[src/rtl/eeacc_pkg.sv]
package eeacc_pkg;

  localparam logic [2:0] OFF_CTL   = 3'd0;
  localparam logic [2:0] OFF_ADDR  = 3'd1;
  localparam logic [2:0] OFF_DATA  = 3'd2;
  localparam logic [2:0] OFF_BURST = 3'd3;
  localparam logic [2:0] OFF_BASE  = 3'd4;

  typedef enum logic [2:0] {
    ST_IDLE,
    ST_SINGLE,
    ST_ADDR_HI,
    ST_ADDR_LO,
    ST_COUNT,
    ST_PAYLOAD
  } eeState_e;

  // strobes from control to datapath; the load/finish strobes fire only with eeAck
  typedef struct packed {
    logic reqOn;
    logic writeOp;
    logic useReg;
    logic finishSingle;
    logic loadHi;
    logic loadLo;
    logic loadCnt;
    logic putByte;
    logic finishBurst;
  } eeStrobe_t;

endpackage

[src/rtl/eeacc_ctrl.sv]
module eeacc_ctrl
  import eeacc_pkg::*;
(
  input  logic       clk,
  input  logic       rstN,
  input  logic       goWr,
  input  logic       goRd,
  input  logic       goBurst,
  input  logic       eeAck,
  input  logic [7:0] eeRdData,
  input  logic       lastByte,
  output eeStrobe_t  strb,
  output logic       active
);

  eeState_e state, nextState;

  always_ff @(posedge clk) begin
    if (!rstN) state <= ST_IDLE;
    else       state <= nextState;
  end

  always_comb begin
    strb      = '0;
    nextState = state;
    unique case (state)
      ST_IDLE: begin
        if (goWr || goRd) nextState = ST_SINGLE;
        else if (goBurst) nextState = ST_ADDR_HI;
      end
      ST_SINGLE: begin
        strb.reqOn   = 1'b1;
        strb.useReg  = 1'b1;
        strb.writeOp = goWr;
        if (eeAck) begin
          strb.finishSingle = 1'b1;
          nextState = ST_IDLE;
        end
      end
      ST_ADDR_HI: begin
        strb.reqOn = 1'b1;
        if (eeAck) begin
          strb.loadHi = 1'b1;
          nextState = ST_ADDR_LO;
        end
      end
      ST_ADDR_LO: begin
        strb.reqOn = 1'b1;
        if (eeAck) begin
          strb.loadLo = 1'b1;
          nextState = ST_COUNT;
        end
      end
      ST_COUNT: begin
        strb.reqOn = 1'b1;
        if (eeAck) begin
          if (eeRdData == 8'd0) begin
            strb.finishBurst = 1'b1;
            nextState = ST_IDLE;
          end else begin
            strb.loadCnt = 1'b1;
            nextState = ST_PAYLOAD;
          end
        end
      end
      ST_PAYLOAD: begin
        strb.reqOn = 1'b1;
        if (eeAck) begin
          strb.putByte = 1'b1;
          if (lastByte) nextState = ST_ADDR_HI;
        end
      end
      default: nextState = ST_IDLE;
    endcase
  end

  assign active = (state != ST_IDLE);

  // a pending request must not drop before its acknowledge
  assert_req_hold_R10: assert property (@(posedge clk) disable iff (!rstN)
    (strb.reqOn && !eeAck) |=> strb.reqOn);

  // a single access only runs while its request bit is still set in the datapath
  assert_single_owned_R3: assert property (@(posedge clk) disable iff (!rstN)
    (state == ST_SINGLE) |-> (goWr || goRd));

  // payload states belong to a burst the host asked for
  assert_burst_owned_R5: assert property (@(posedge clk) disable iff (!rstN)
    (state == ST_PAYLOAD) |-> goBurst);

endmodule

[src/rtl/eeacc_dp.sv]
module eeacc_dp
  import eeacc_pkg::*;
#(
  parameter int EE_AW  = 16,
  parameter int BASE_W = 9,
  parameter int DEST_W = 24,
  parameter int HOST_W = 32
) (
  input  logic              clk,
  input  logic              rstN,
  input  logic              regWrEn,
  input  logic [2:0]        regAddr,
  input  logic [HOST_W-1:0] regWrData,
  output logic [HOST_W-1:0] regRdData,
  input  eeStrobe_t         strb,
  input  logic              active,
  output logic              goWr,
  output logic              goRd,
  output logic              goBurst,
  output logic              lastByte,
  output logic              eeReq,
  output logic              eeWrite,
  output logic [EE_AW-1:0]  eeAddr,
  output logic [7:0]        eeWrData,
  input  logic              eeAck,
  input  logic [7:0]        eeRdData,
  output logic              memWrEn,
  output logic [DEST_W-1:0] memAddr,
  output logic [7:0]        memWrData
);

  localparam int LOW_W = DEST_W - BASE_W;
  localparam int REC_W = 16;

  logic              ctlWr, ctlRd, burstBit;
  logic [EE_AW-1:0]  addrReg, eePtr;
  logic [7:0]        dataReg, recLeft;
  logic [BASE_W-1:0] baseReg;
  logic [REC_W-1:0]  recAddr;
  logic              busy, hostWr, stepPtr;

  assign busy    = active | ctlWr | ctlRd | burstBit;
  assign hostWr  = regWrEn & ~busy;
  assign stepPtr = strb.loadHi | strb.loadLo | strb.loadCnt | strb.putByte | strb.finishBurst;

  always_ff @(posedge clk) begin
    if (!rstN) begin
      ctlWr    <= 1'b0;
      ctlRd    <= 1'b0;
      burstBit <= 1'b0;
      addrReg  <= '0;
      dataReg  <= '0;
      baseReg  <= '0;
      eePtr    <= '0;
      recAddr  <= '0;
      recLeft  <= '0;
    end else begin
      if (hostWr) begin
        unique case (regAddr)
          OFF_CTL: begin
            ctlWr <= regWrData[0];
            ctlRd <= regWrData[1] & ~regWrData[0];
          end
          OFF_ADDR:  addrReg  <= regWrData[EE_AW-1:0];
          OFF_DATA:  dataReg  <= regWrData[7:0];
          OFF_BURST: burstBit <= regWrData[0];
          OFF_BASE:  baseReg  <= regWrData[BASE_W-1:0];
          default: ;
        endcase
      end
      if (strb.finishSingle) begin
        ctlWr <= 1'b0;
        ctlRd <= 1'b0;
        if (!strb.writeOp) dataReg <= eeRdData;
        eePtr <= addrReg + EE_AW'(1);
      end
      if (stepPtr) eePtr <= eePtr + EE_AW'(1);
      if (strb.loadHi) recAddr[15:8] <= eeRdData;
      if (strb.loadLo) recAddr[7:0]  <= eeRdData;
      if (strb.loadCnt) recLeft <= eeRdData;
      if (strb.putByte) begin
        recAddr <= recAddr + REC_W'(1);
        recLeft <= recLeft - 8'd1;
      end
      if (strb.finishBurst) burstBit <= 1'b0;
    end
  end

  assign goWr     = ctlWr;
  assign goRd     = ctlRd;
  assign goBurst  = burstBit;
  assign lastByte = (recLeft == 8'd1);

  assign eeReq    = strb.reqOn;
  assign eeWrite  = strb.writeOp;
  assign eeAddr   = strb.useReg ? addrReg : eePtr;
  assign eeWrData = dataReg;

  assign memWrEn   = strb.putByte;
  assign memAddr   = {baseReg, recAddr[LOW_W-1:0]};
  assign memWrData = eeRdData;

  always_comb begin
    regRdData = '0;
    unique case (regAddr)
      OFF_CTL: begin
        regRdData[0] = ctlWr;
        regRdData[1] = ctlRd;
        regRdData[2] = busy;
      end
      OFF_ADDR:  regRdData[EE_AW-1:0]  = addrReg;
      OFF_DATA:  regRdData[7:0]        = dataReg;
      OFF_BURST: regRdData[0]          = burstBit;
      OFF_BASE:  regRdData[BASE_W-1:0] = baseReg;
      default: ;
    endcase
  end

  assert_one_op_R4: assert property (@(posedge clk) disable iff (!rstN)
    $onehot0({ctlWr, ctlRd, burstBit}));

  assert_busy_ignore_R4: assert property (@(posedge clk) disable iff (!rstN)
    (busy && regWrEn) |=> ($stable(addrReg) && $stable(baseReg)));

  assert_addr_stable_R10: assert property (@(posedge clk) disable iff (!rstN)
    (eeReq && !eeAck) |=> $stable(eeAddr));

  assert_mem_in_burst_R9: assert property (@(posedge clk) disable iff (!rstN)
    memWrEn |-> burstBit);

  assert_burst_clear_on_ack_R5: assert property (@(posedge clk) disable iff (!rstN)
    $fell(burstBit) |-> $past(eeAck));

endmodule

[src/rtl/eeprom_access_engine.sv]
module eeprom_access_engine
  import eeacc_pkg::*;
#(
  parameter int EE_AW  = 16,
  parameter int BASE_W = 9,
  parameter int DEST_W = 24,
  parameter int HOST_W = 32
) (
  input  logic              clk,
  input  logic              rstN,
  input  logic              regWrEn,
  input  logic [2:0]        regAddr,
  input  logic [HOST_W-1:0] regWrData,
  output logic [HOST_W-1:0] regRdData,
  output logic              eeReq,
  output logic              eeWrite,
  output logic [EE_AW-1:0]  eeAddr,
  output logic [7:0]        eeWrData,
  input  logic              eeAck,
  input  logic [7:0]        eeRdData,
  output logic              memWrEn,
  output logic [DEST_W-1:0] memAddr,
  output logic [7:0]        memWrData
);

  eeStrobe_t strb;
  logic      active, goWr, goRd, goBurst, lastByte;

  eeacc_ctrl u_ctrl (
    .clk      (clk),
    .rstN     (rstN),
    .goWr     (goWr),
    .goRd     (goRd),
    .goBurst  (goBurst),
    .eeAck    (eeAck),
    .eeRdData (eeRdData),
    .lastByte (lastByte),
    .strb     (strb),
    .active   (active)
  );

  eeacc_dp #(
    .EE_AW  (EE_AW),
    .BASE_W (BASE_W),
    .DEST_W (DEST_W),
    .HOST_W (HOST_W)
  ) u_dp (
    .clk       (clk),
    .rstN      (rstN),
    .regWrEn   (regWrEn),
    .regAddr   (regAddr),
    .regWrData (regWrData),
    .regRdData (regRdData),
    .strb      (strb),
    .active    (active),
    .goWr      (goWr),
    .goRd      (goRd),
    .goBurst   (goBurst),
    .lastByte  (lastByte),
    .eeReq     (eeReq),
    .eeWrite   (eeWrite),
    .eeAddr    (eeAddr),
    .eeWrData  (eeWrData),
    .eeAck     (eeAck),
    .eeRdData  (eeRdData),
    .memWrEn   (memWrEn),
    .memAddr   (memAddr),
    .memWrData (memWrData)
  );

endmodule

[config.mk]
export PLATFORM = sky130hd
export DESIGN_NAME = eeprom_access_engine
export DESIGN_NICKNAME = d
export VERILOG_FILES = /design/src/rtl/eeacc_pkg.sv /design/src/rtl/eeacc_ctrl.sv /design/src/rtl/eeacc_dp.sv /design/src/rtl/eeprom_access_engine.sv
export SDC_FILE = /design/constraint.sdc
export NUM_CORES = 1
export LEC_CHECK = 0
export BUFFER_PORTS_ARGS = -buffer_cell sky130_fd_sc_hd__clkbuf_2
export CAP_MARGIN = 20
export CORE_ASPECT_RATIO = 1.75
export CORE_MARGIN = 4
export CORE_UTILIZATION = 43
export CTS_CLUSTER_DIAMETER = 200
export DETAILED_ROUTE_END_ITERATION = 6
export GPL_TIMING_DRIVEN = 1
export HOLD_SLACK_MARGIN = 0.12
export PLACE_DENSITY_LB_ADDON = 0.25
export SLEW_MARGIN = 20
export SYNTH_ARGS = -nofsm -noshare
export SYNTH_HDL_FRONTEND = slang
export SYNTH_SLANG_ARGS = --single-unit
export TNS_END_PERCENT = 5
[constraint.sdc]
create_clock -name clk -period 7.5 [get_ports clk]
set_input_delay 2.25 -clock clk [delete_from_list [all_inputs] [get_ports clk]]
set_output_delay 2.25 -clock clk [all_outputs]
set_load 0.02 [all_outputs]
======== Word-level counts from Yosys, hierarchy flattened ========
Index checks and enable logic that the tools add are counted.
Widths: inputs -> output; s select.
operators by class
  multiplexer cells ....................... 39
  reduce and logical (&&, ||, !) cells .... 17
  $add $sub $neg .......................... 4
  eq/ne operators ......................... 17
  bitwise gates (word level) .............. 12
operators by type and width
  kind                   number
  $mux 16                4
  $mux 8                 8
  $add 16x1->16 const B  3
  $mux 3                 10
  $pmux 3 s6             1
  $pmux 5 s3             1
  $eq 3x2->1 const B     4
  $ne 2x2->1 const B     6
  $mux 1                 11
  $eq 3x3->1 const B     3
  $eq 8x1->1 const B     1
  $logic_not 8->1        1
  $pmux 2 s4             1
  $reduce_and 2->1       4
  $reduce_bool 2->1      4
  $sub 8x1->8 const B    1
  $mux 7                 1
  $or 1x1->1             7
  $reduce_and 7->1       1
  $eq 3x1->1 const B     2
  $logic_not 3->1        2
  $pmux 1 s5             1
  $reduce_or 5->1        1
  $reduce_or 2->1        2
  other kinds (6)        9
word-level totals
  output and inout bits ................... 91
  bits of input ports ..................... 47
  logic and storage cells ................. 100
  bits in registers ....................... 79

======== Longest topological paths before layout ========
  depth after elaboration ................. 9
  gate-level depth with buffers ........... 14
  gate-level depth less buffers ........... 11

======== By module ========
Synthesis repeated with hierarchy kept, for this count alone.
unflattened totals
  cells, all modules ...................... 691
  area, all modules ....................... 5128.7 um^2
by module, submodules not included
  module      sequential area each (um^2)  cells each  times used  area each (um^2)
  eeacc_dp    1501.4                       642         1           4763.3
  eeacc_ctrl  60.1                         49          1           365.4

======== Least setup slack after synthesis ========
Ideal clock, no wire load.
  path kind ............................... input to output
  start ................................... in regAddr[1]
  end ..................................... out regRdData[3]
  path buffers ............................ 2
  stages on the path ...................... 5
  arrival ................................. 3.517 ns
  required time ........................... 5.250 ns
  path slack .............................. 1.733 ns
  cells stage by stage .................... clkbuf_1 > nor2b_1 > clkbuf_1 > a22oi_1 > o21ai_0
on the way
  word-level cells in the longest chain between the ends .. 2
  elaborated cells on any way between the ends .. 4
  those cells by class .................... eq/ne (3); mux (1)
ends and longest elaborated chain
  element                             RTL line                    text
  from (decl)                         eeprom_access_engine.sv:12  input logic [2:0] regAddr,
  $eq 3x3->1 (tied with other cells)  eeacc_dp.sv:105             unique case (regAddr)
  $pmux 5 s3 (*)                      eeacc_dp.sv:105
  to (decl)                           eeprom_access_engine.sv:14  output logic [HOST_W-1:0] regRdData,
Every way passes the cells marked *; elsewhere a longest branch is shown, timed or not.

======== Worst setup path in the final report ========
  start ................................... in regAddr[0]
  end ..................................... out regRdData[1]
on the way
  word-level cells in the longest chain between the ends .. 2
  elaborated cells on any way between the ends .. 5
  those cells by class .................... eq/ne (3); mux (1); reduce/logical (1)
ends and longest elaborated chain
  element                             RTL line
  $eq 3x3->1 (tied with other cells)  eeacc_dp.sv:105
  $pmux 2 s4 (*)                      eeacc_dp.sv:105
Marked as above.

==> flow_metrics.tcl <==
set metrics [dict create \
    status "completed" \
    io_buffer_count 105 \
    drive_gt1_share_pct 22.9 \
    clock_latency_ns 0.34 \
    power.leakage_nw 2.32 \
    setup-tns-final_ns 0 \
    cp_slowest_stage_delay_ns 0.64 \
    gp_congestion 0.898 \
    syn_area_um2 4920 \
    grt_pass1_wl_um 24500 \
    fin_crit_sh_pct 81.2 \
    setup.worst_path.start "regAddr[0]" \
    required_ns 5.25 \
    crit_slowest_cell "nor3b_1" \
    synthCells 644 \
    grt_pass1_vias 4946 \
    setup_viol 0 \
    wl_per_cell_um 18.3 \
    ff2ff_path_depth 11 \
    post-cts-setup-buffers 0 \
    numPlacedInstances 837 \
    cts.root.buffer_cell "clkbuf_16" \
    die-height_um 149 \
    ioPinCount 138 \
    final_core_util_pct 50.9 \
    hp-class "register to register" \
    nets 767 \
    hold_viol 0 \
    core_area_um2 11200 \
    yosysWarnings 0 \
    post-route-min-period_ns 6.09 \
    routed.top_layer "met4" \
    wl_um 15600 \
    path_class "primary input to output port" \
    rsz0062_at_grt "false" \
    cts_tree "built" \
    h-tree-depth 3 \
    fin_area_um2 5680 \
    ys_ff_latch 78 \
    cp-endpoint "regRdData[1]" \
    report.final.slew_viol_count 0 \
    cts.repair.resized 0 \
    antenna_found_initial 0 \
    path_max_fanout 15 \
    cts_buffer_depth 2 \
    rows 51 \
    reg2reg_slack_ns 3.80 \
    hpwl_um 11500 \
    dr.pass1.iters 5 \
    yosysUniqueCellTypes 64 \
    slew_headroom_pct 34.1 \
    fmax_mhz 164 \
    regToRegStartpoint "u_ctrl.state[2]$_SDFFE_PN0P_" \
    ctsHoldBuffers 0 \
    ir_worst_vdd_uv 146 \
    numClockSinks 78 \
    async_flop_share_pct 0 \
    pwr_density_cell_nw_per_um2 236 \
    dieArea_um2 13300 \
    vias 5104 \
    clk_transition_reported_paths_ns 0.06 \
    grt_overflow 0 \
    cp_common_cell "clkbuf_2" \
    synth_edf_count 0 \
    drt-met1-wl_um 5640 \
    drc 0 \
    reg2reg_to "u_dp.eePtr[10]$_SDFFE_PN0P_" \
    grt_usage_pct 23.7 \
    fin_hold_ws_ns 0.489 \
    drtIter0Drc 305 \
    area_growth_syn_to_layout_pct 15.5 \
    n_antenna_cell 0 \
    worst_clock_skew_ns 0.00868 \
    start_util_pct 44.0 \
    route.met3.wl_um 1060 \
    stdcell_count 853 \
    cts_inserted_buffers 9 \
    arrival_ns 3.84 \
    end_kind "output port" \
    dr_wl_met2_um 8310 \
    vias_per_cell 5.98 \
    crit_chain "clkbuf_2 -> nor3b_1 -> buf_4 -> nand2_1 -> o21ai_0 -> clkbuf_2" \
    placed_cell_area_um2 5350 \
    ant_nets 0 \
    max_cap_viol_count 0 \
    worst_slew_pin_slew_ns 0.981 \
    ys_seq_area_share_pct 31.8 \
    die_w_um 88.8 \
    cp-start-kind "primary input" \
    grt_start_max_net_pins 51 \
    synth.avg_cell_area_um2 7.64 \
    ys.flop_type "dfxtp_1" \
]
==> final cells by class <==
type | instances | area [µm²]
tap | 132 | 165
multi-input combinational | 509 | 3030
clock inverter | 5 | 81.3
timing repair buffer | 109 | 556
sequential | 78 | 1560
clock buffer | 11 | 253
inverter | 9 | 33.8
fill | 1096 | 5490
==> worst max-delay path, delay by kind of cell <==
family | cells | cell delay, ns
buf+inv | 3 | 0.76
simple gates | 2 | 0.70
compound gates | 1 | 0.12
==> Yosys cell counts (2+ instances only) <==
master	number	area, µm²
or4_1	6	45.0
a22oi_2	2	25.0
o2111ai_1	3	26.3
nor4_1	5	31.3
buf_2	9	45.0
and2_1	12	75.1
nand4_1	6	37.5
o22ai_1	3	18.8
xor2_1	2	17.5
clkbuf_1	27	101
xnor2_1	3	26.3
o21ai_0	36	180
nand2b_1	2	12.5
mux2i_1	22	220
o211ai_1	5	37.5
buf_4	25	188
a211oi_1	9	67.6
mux2_2	22	248
ha_1	4	50.1
dfxtp_1	78	1560
a22oi_1	8	60.1
a2bb2oi_1	2	17.5
o211a_1	2	20.0
a21oi_1	55	275
o21ai_1	2	10.0
nor2_1	66	248
nor3_1	12	60.1
nand2_1	94	353
nand3_1	32	160
nand3b_1	2	15.0
inv_1	8	30.0
and4_1	3	26.3
nor3b_1	2	15.0
a31oi_1	10	62.6
nor2b_1	6	37.5
a211oi_2	8	100
a211o_1	2	17.5
a311oi_1	5	43.8
and3_1	16	100
a221oi_1	4	35.0
==> kinds of logic (layout without fill, tap and decap cells) <==
logic type	Yosys count	after routing	synth area share (%)
simple gates	273	273	26.4
compound gates	166	166	22.2
flops	78	78	31.8
buf+inv	72	134	7.79
mux	44	44	9.52
xor+xnor	6	6	1.22
fa+ha+maj	4	4	1.02
other cells	1	16	0.0763
==> worst min-delay path by stage <==
stage,cells after the start,end,start
6_report,2,u_dp.recAddr[14]$_SDFFE_PN0P_,u_dp.recAddr[14]$_SDFFE_PN0P_
2_1_floorplan,1,u_dp.recLeft[7]$_SDFFE_PN0P_,u_dp.recLeft[7]$_SDFFE_PN0P_
5_1_grt,1,u_dp.recLeft[7]$_SDFFE_PN0P_,u_dp.recLeft[7]$_SDFFE_PN0P_
3_3_place_gp,1,u_dp.recLeft[7]$_SDFFE_PN0P_,u_dp.recLeft[7]$_SDFFE_PN0P_
4_1_cts,2,u_dp.recAddr[14]$_SDFFE_PN0P_,u_dp.recAddr[14]$_SDFFE_PN0P_
3_5_place_dp,2,u_dp.recAddr[14]$_SDFFE_PN0P_,u_dp.recAddr[14]$_SDFFE_PN0P_
==> through the flow <==
step                      total power, mW  setup WS (ns)
after floorplan                     0.758           1.73
after global placement              0.847           1.44
after detailed placement            0.856           1.42
after CTS                            1.34           1.42
after global routing                 1.40           1.25
final                                1.34           1.41
==> power by group <==
group	leakage [nW]	switching [mW]	total [mW]	internal, mW
Clock	0.162	0.179	0.488	0.310
Sequential	0.631	0.0531	0.503	0.450
Combinational	1.53	0.231	0.349	0.118
Total	2.32	0.463	1.34	0.877
==> cell usage in the layout, fill, tap and decap left out, types with 9 or more instances in the layout <==
master / n
a211oi_1: 9
a21oi_1: 55
a31oi_1: 10
and2_1: 12
and3_1: 16
clkbuf_16: 9
clkbuf_2: 105
conb_1: 16
dfxtp_1: 78
mux2_2: 22
mux2i_1: 22
nand2_1: 94
nand3_1: 32
nor2_1: 66
nor3_1: 12
o21ai_0: 36
==> routing by layer <==
layer / track usage, % / vias to the layer above
met2: 43.2 / 231
met3: 5.18 / 49
met5: 0 / -
met1: 24.8 / 2392
met4: 11.6 / 0
li1: - / 2432
==> sequential cells by signal, indices dropped and copies added (netlist names) <==
signal	cells
u_ctrl.state	3
u_dp.recAddr	15
u_dp.addrReg	16
u_dp.eePtr	16
u_dp.recLeft	8
u_dp.goWr	1
u_dp.goRd	1
u_dp.eeWrData	8
u_dp.goBurst	1
u_dp.baseReg	9
Power figures use the tool's default switching activity.
